File: src/rtl/slot_arb_pkg.sv
package slot_arb_pkg;

    // Reason a held grant is released on the current edge.
    typedef enum logic [1:0] {
        REL_NONE     = 2'd0,
        REL_UPLOST   = 2'd1,
        REL_START    = 2'd2,
        REL_WITHDRAW = 2'd3
    } rel_e;

endpackage

File: src/rtl/slot_arb_rr_pick.sv
// Round-robin search: first requesting slot after 'last', wrapping around.
module slot_arb_rr_pick #(
    parameter int unsigned NSLOT = 8
) (
    input  logic [NSLOT-1:0]         req,
    input  logic [$clog2(NSLOT)-1:0] last,
    output logic                     found,
    output logic [$clog2(NSLOT)-1:0] pick
);
    localparam int unsigned IW = $clog2(NSLOT);

    logic [IW-1:0] idx;

    always_comb begin
        found = 1'b0;
        pick  = last;
        idx   = last;
        for (int unsigned off = 1; off <= NSLOT; off++) begin
            idx = IW'((int'(last) + int'(off)) % int'(NSLOT));
            if (!found && req[idx]) begin
                found = 1'b1;
                pick  = idx;
            end
        end
    end
endmodule

File: src/rtl/slot_arb_bus_watch.sv
// Tracks bus idleness and flags a transaction start: FRAME# falling
// in the clock after a clock with FRAME# and IRDY# both high.
module slot_arb_bus_watch (
    input  logic clk,
    input  logic rst_n,
    input  logic frame_n,
    input  logic irdy_n,
    output logic start
);
    logic idle_d, idle_q;

    always_comb begin
        idle_d = frame_n & irdy_n;
    end

    always_ff @(posedge clk) begin
        if (!rst_n) idle_q <= 1'b1;
        else        idle_q <= idle_d;
    end

    assign start = idle_q & ~frame_n;
endmodule

File: src/rtl/slot_arb_proxy.sv
module slot_arb_proxy
    import slot_arb_pkg::*;
#(
    parameter int unsigned NSLOT = 8
) (
    input  logic             clk,
    input  logic             rst_n,
    input  logic [NSLOT-1:0] slot_req_n,
    output logic [NSLOT-1:0] slot_gnt_n,
    output logic             up_req_n,
    input  logic             up_gnt_n,
    input  logic             frame_n,
    input  logic             irdy_n
);
    localparam int unsigned IW = $clog2(NSLOT);

    typedef struct packed {
        logic [NSLOT-1:0] gnt;     // one-hot active-high grant, zero when none
        logic [IW-1:0]    last;    // most recently granted slot
        logic             up_req;  // active-high upstream request
    } st_t;

    st_t s_d, s_q;

    logic [NSLOT-1:0] req;
    logic             up_ok;
    logic             held;
    logic             found;
    logic [IW-1:0]    pick;
    logic             start;
    rel_e             why;

    assign req   = ~slot_req_n;
    assign up_ok = ~up_gnt_n;
    assign held  = |s_q.gnt;

    slot_arb_rr_pick #(.NSLOT(NSLOT)) u_pick (
        .req   (req),
        .last  (s_q.last),
        .found (found),
        .pick  (pick)
    );

    slot_arb_bus_watch u_watch (
        .clk     (clk),
        .rst_n   (rst_n),
        .frame_n (frame_n),
        .irdy_n  (irdy_n),
        .start   (start)
    );

    always_comb begin
        s_d        = s_q;
        why        = REL_NONE;
        s_d.up_req = |req;
        if (held) begin
            // Every release passes through an all-idle grant clock.
            if (!up_ok)                     why = REL_UPLOST;
            else if (start)                 why = REL_START;
            else if (!(|(req & s_q.gnt)))   why = REL_WITHDRAW;
            if (why != REL_NONE) s_d.gnt = '0;
        end else if (up_ok && found) begin
            s_d.gnt  = NSLOT'(1) << pick;
            s_d.last = pick;
        end
    end

    always_ff @(posedge clk) begin
        if (!rst_n) begin
            s_q.gnt    <= '0;
            s_q.last   <= '0;
            s_q.up_req <= 1'b0;
        end else begin
            s_q <= s_d;
        end
    end

    assign slot_gnt_n = ~s_q.gnt;
    assign up_req_n   = ~s_q.up_req;
endmodule

File: config.mk
export PLATFORM = sky130hd
export DESIGN_NAME = slot_arb_proxy
export DESIGN_NICKNAME = d
export VERILOG_FILES = /design/src/rtl/slot_arb_pkg.sv /design/src/rtl/slot_arb_rr_pick.sv /design/src/rtl/slot_arb_bus_watch.sv /design/src/rtl/slot_arb_proxy.sv
export SDC_FILE = /design/constraint.sdc
export NUM_CORES = 1
export LEC_CHECK = 0
export CORE_AREA = 2 2 62 64
export CTS_BUF_LIST = sky130_fd_sc_hd__clkbuf_4 sky130_fd_sc_hd__clkbuf_8
export CTS_CLUSTER_DIAMETER = 40
export CTS_CLUSTER_SIZE = 10
export DETAILED_ROUTE_END_ITERATION = 7
export DIE_AREA = 0 0 64 66
export GPL_TIMING_DRIVEN = 0
export PLACE_DENSITY = 0.81
export SLEW_MARGIN = 20
export SYNTH_ARGS = -nofsm -noshare
export SYNTH_HDL_FRONTEND = slang
export SYNTH_SLANG_ARGS = --single-unit
File: constraint.sdc
create_clock -name clk -period 9.71 [get_ports clk]
set_input_delay 1.942 -clock clk [delete_from_list [all_inputs] [get_ports clk]]
set_output_delay 1.942 -clock clk [all_outputs]
set_load 0.01 [all_outputs]
==> out/qor.txt, run 1 <==
Dpl cells = 253
Via-per-instance ratio = 6.389
Synthesized instance count = 186
CTS Buffer Depth = 2
Post-synthesis sequential area ratio = 0.1516
Post-synth EDFFs = 0
Max VDD drop = 0.1897 mV
Worst Setup Start Kind = primary input
Resize count post-CTS = 0
Row count = 22
PortBufs = 19
DR vias = 1642
Hold/Removal Path Class = register to register
Crit path kind = primary input to register
Setup bufs post-CTS = 0
Mapped Area = 0.001717 mm²
Worst Hold Launch = s_q[9]
Seq cells post-synth = 13
Total CTS buffers = 3
Drt pass-1 iters = 4
Most frequent cells in the layout = 19 x clkdlybuf4s50_1, 16 x nand2_1, 13 x inv_1, 13 x mux4_2, 13 x dfxtp_1
Ys Warns = 0
P per Cell Area = 292.6 mW/mm²
Finished Cell Area = 0.001997 mm²
Setup TNS = 0 ns
Fin cells = 257
Primary FF master, synth = dfxtp_1
LEAKAGE = 0.0006926 µW
Reg2Reg Capture Point = s_q[4]
Most common cell after layout, fill and taps aside = clkdlybuf4s50_1
Syn-to-layout area delta = 16.33%
Initial drt markers = 118
Reg2reg setup slack = 6.11 ns
Share of post-route cells with drive strength above 1 = 0.2392
Placer Congestion = 0.8833
Synth Net Count = 201
Hold Path End = s_q[9]
Die ar. = 0.004224 mm²
Least-Margin Pin Slew = 0.5225 ns
Root buf cell = clkbuf_4
Residual DRC = 0
CP required = 9.91 ns
Max frequency = 228.2 MHz
Starting density of the core = 0.4834
Critical Path Fanout Max = 10
Hold Buf Count CTS = 0
Average cell area after synthesis = 9.229 µm²
Layout Skew = 0.01223 ns
H-Tree Depth = 1
CTS tree = done
Cell Area, Placed = 0.001967 mm²
Nets@finish = 225
Final Hold Viols = 0
Yosys cell types = 67
Antenna cells = 0
Register-to-Register Path Depth = 13
Total grt overflow = 0
First-pass GRT wire length = 7569 µm
Asr flop ratio synth = 0
Fillcell total = 308
CTS Sinks = 13
Clock network latency to the later pin of the worst-skew pair = 0.29 ns
Status = finished clean
Initial antenna violation count = 0
Endpoint class of the critical path = register
Vias in the first global route = 1536
Largest net degree at the start of global routing = 11
Post-route minimum period = 4.382 ns
Slew Viols, Final = 0
Final wirelength = 4553 µm
Core box area = 0.003551 mm²
HPWL Detailed = 3467 µm
I/O pin cnt = 22
RSZ-0062 raised after global routing = no
Die X = 64 µm
Max Cap Viol = 0
Max_slew headroom = 0.6510
RR Startpoint = s_q[2]
Hold depth = 2
Final setup vio count = 0
Overall Global Routing Usage = 0.2289
CP arrival = 4.58 ns
Number of routed nets with antenna violations = 0
Die height = 66 µm
WL/cell = 17.72 µm
Tcrit/Tclk final = 0.4513
Worst-path clk slew = 0.08 ns
==> cell families after synthesis <==
family / Yosys count / share of synthesized area
simple gates: 57 / 0.1771
flops: 13 / 0.1516
buf+inv: 30 / 0.1006
compound gates: 51 / 0.2464
fa+ha+maj: 2 / 0.01457
mux: 29 / 0.2894
xor+xnor: 4 / 0.02041
==> stage by stage <==
| step | worst slack, ns | hold slack, ns | utilization | power, µW |
|---|---|---|---|---|
| 6_report | 5.328 | 0.4951 | 0.5624 | 584.3 |
| 5_1_grt | 5.186 | 0.5185 | 0.5624 | 624.1 |
| 4_1_cts | 5.345 | 0.4928 | 0.5624 | 577.7 |
| 3_5_place_dp | 5.070 | 0.4812 | 0.5539 | 538.8 |
| 3_3_place_gp | 5.118 | 0.4779 | 0.5539 | 533.4 |
| 2_1_floorplan | 5.842 | 0.4478 | - | 443.9 |
==> sequential cells by signal (all words and copies together), names as in the netlist <==
signal / flops
s_q: 12
u_watch.idle_q: 1
==> critical path: stages <==
cell             delay (ns)
clkdlybuf4s50_1        0.50
buf_2                  0.24
mux2i_1                0.14
mux4_2                 0.53
o22ai_2                0.30
a311oi_2               0.22
a211oi_2               0.52
nand2_1                0.11
o31ai_1                0.08
==> layout make-up <==
cell class	count	area [µm²]	area share
Buffer	16	120.1	0.06015
Inverter	14	52.55	0.02632
Sequential cell	13	260.3	0.1303
Timing Repair Buffer	19	190.2	0.09524
Multi-Input combinational cell	143	1284	0.6429
Clock buffer	4	30.03	0.01504
Tap cell	48	60.06	0.03008
==> layer usage <==
metal,GRT usage,vias up,part of all wire
li1,-,772,-
met1,0.3117,768,0.42
met2,0.3763,94,0.48
met3,0.04089,8,0.084
met4,0.05435,0,0.017
met5,0,-,0
==> synthesized netlist by cell type (4+ instances only) <==
| cell type | instances | share of area |
|---|---|---|
| nand2_1 | 16 | 0.035 |
| dfxtp_1 | 13 | 0.15 |
| inv_1 | 13 | 0.028 |
| mux4_2 | 13 | 0.17 |
| nor2_1 | 11 | 0.024 |
| mux2i_1 | 9 | 0.052 |
| a21oi_1 | 6 | 0.017 |
| buf_2 | 6 | 0.017 |
| o22ai_1 | 6 | 0.022 |
| a32o_1 | 4 | 0.023 |
| nand3_1 | 4 | 0.012 |
| o21ai_0 | 4 | 0.012 |
| o31ai_1 | 4 | 0.017 |
| or3_1 | 4 | 0.015 |
==> worst max-delay path by stage <==
stage | start | endpoint | slack, ns
after floorplan | slot_req_n[4] | s_q[4] | 5.84
after detailed placement | slot_req_n[0] | s_q[11] | 5.07
final | slot_req_n[0] | s_q[11] | 5.33
after global placement | slot_req_n[0] | s_q[11] | 5.12
after CTS | slot_req_n[0] | s_q[11] | 5.34
after global routing | slot_req_n[0] | s_q[11] | 5.19
==> power breakdown <==
part           internal [µW]  switching, µW  leakage (µW)  total (µW)
registers               66.2           10.3      0.000106        76.5
logic                    214            255      0.000568         469
clock network           18.8           20.4     0.0000184        39.1
(Power assumes the default switching activity.)
==> run 2: changes to the inputs <==
Clock period 9.71 ns to 4.5 ns, I/O delays scaled along.
==> results of run 2 <==
The final DEF is identical to that of run 1. Status: finished clean.
Among the figures that moved: setup slack after placement 5.070 ns -> 0.9015 ns; clock-pin slew on the worst setup and hold paths 0.08 ns -> 0.09 ns; setup slack after layout 5.328 ns -> 0.8981 ns; start point of the critical path slot_req_n[0] -> s_q[2]; end point of the critical path s_q[11] -> s_q[4]; register-to-register setup slack 6.11 ns -> 0.90 ns; total power 584.3 µW -> 1261 µW; worst IR drop on VDD 0.1897 mV -> 0.4092 mV
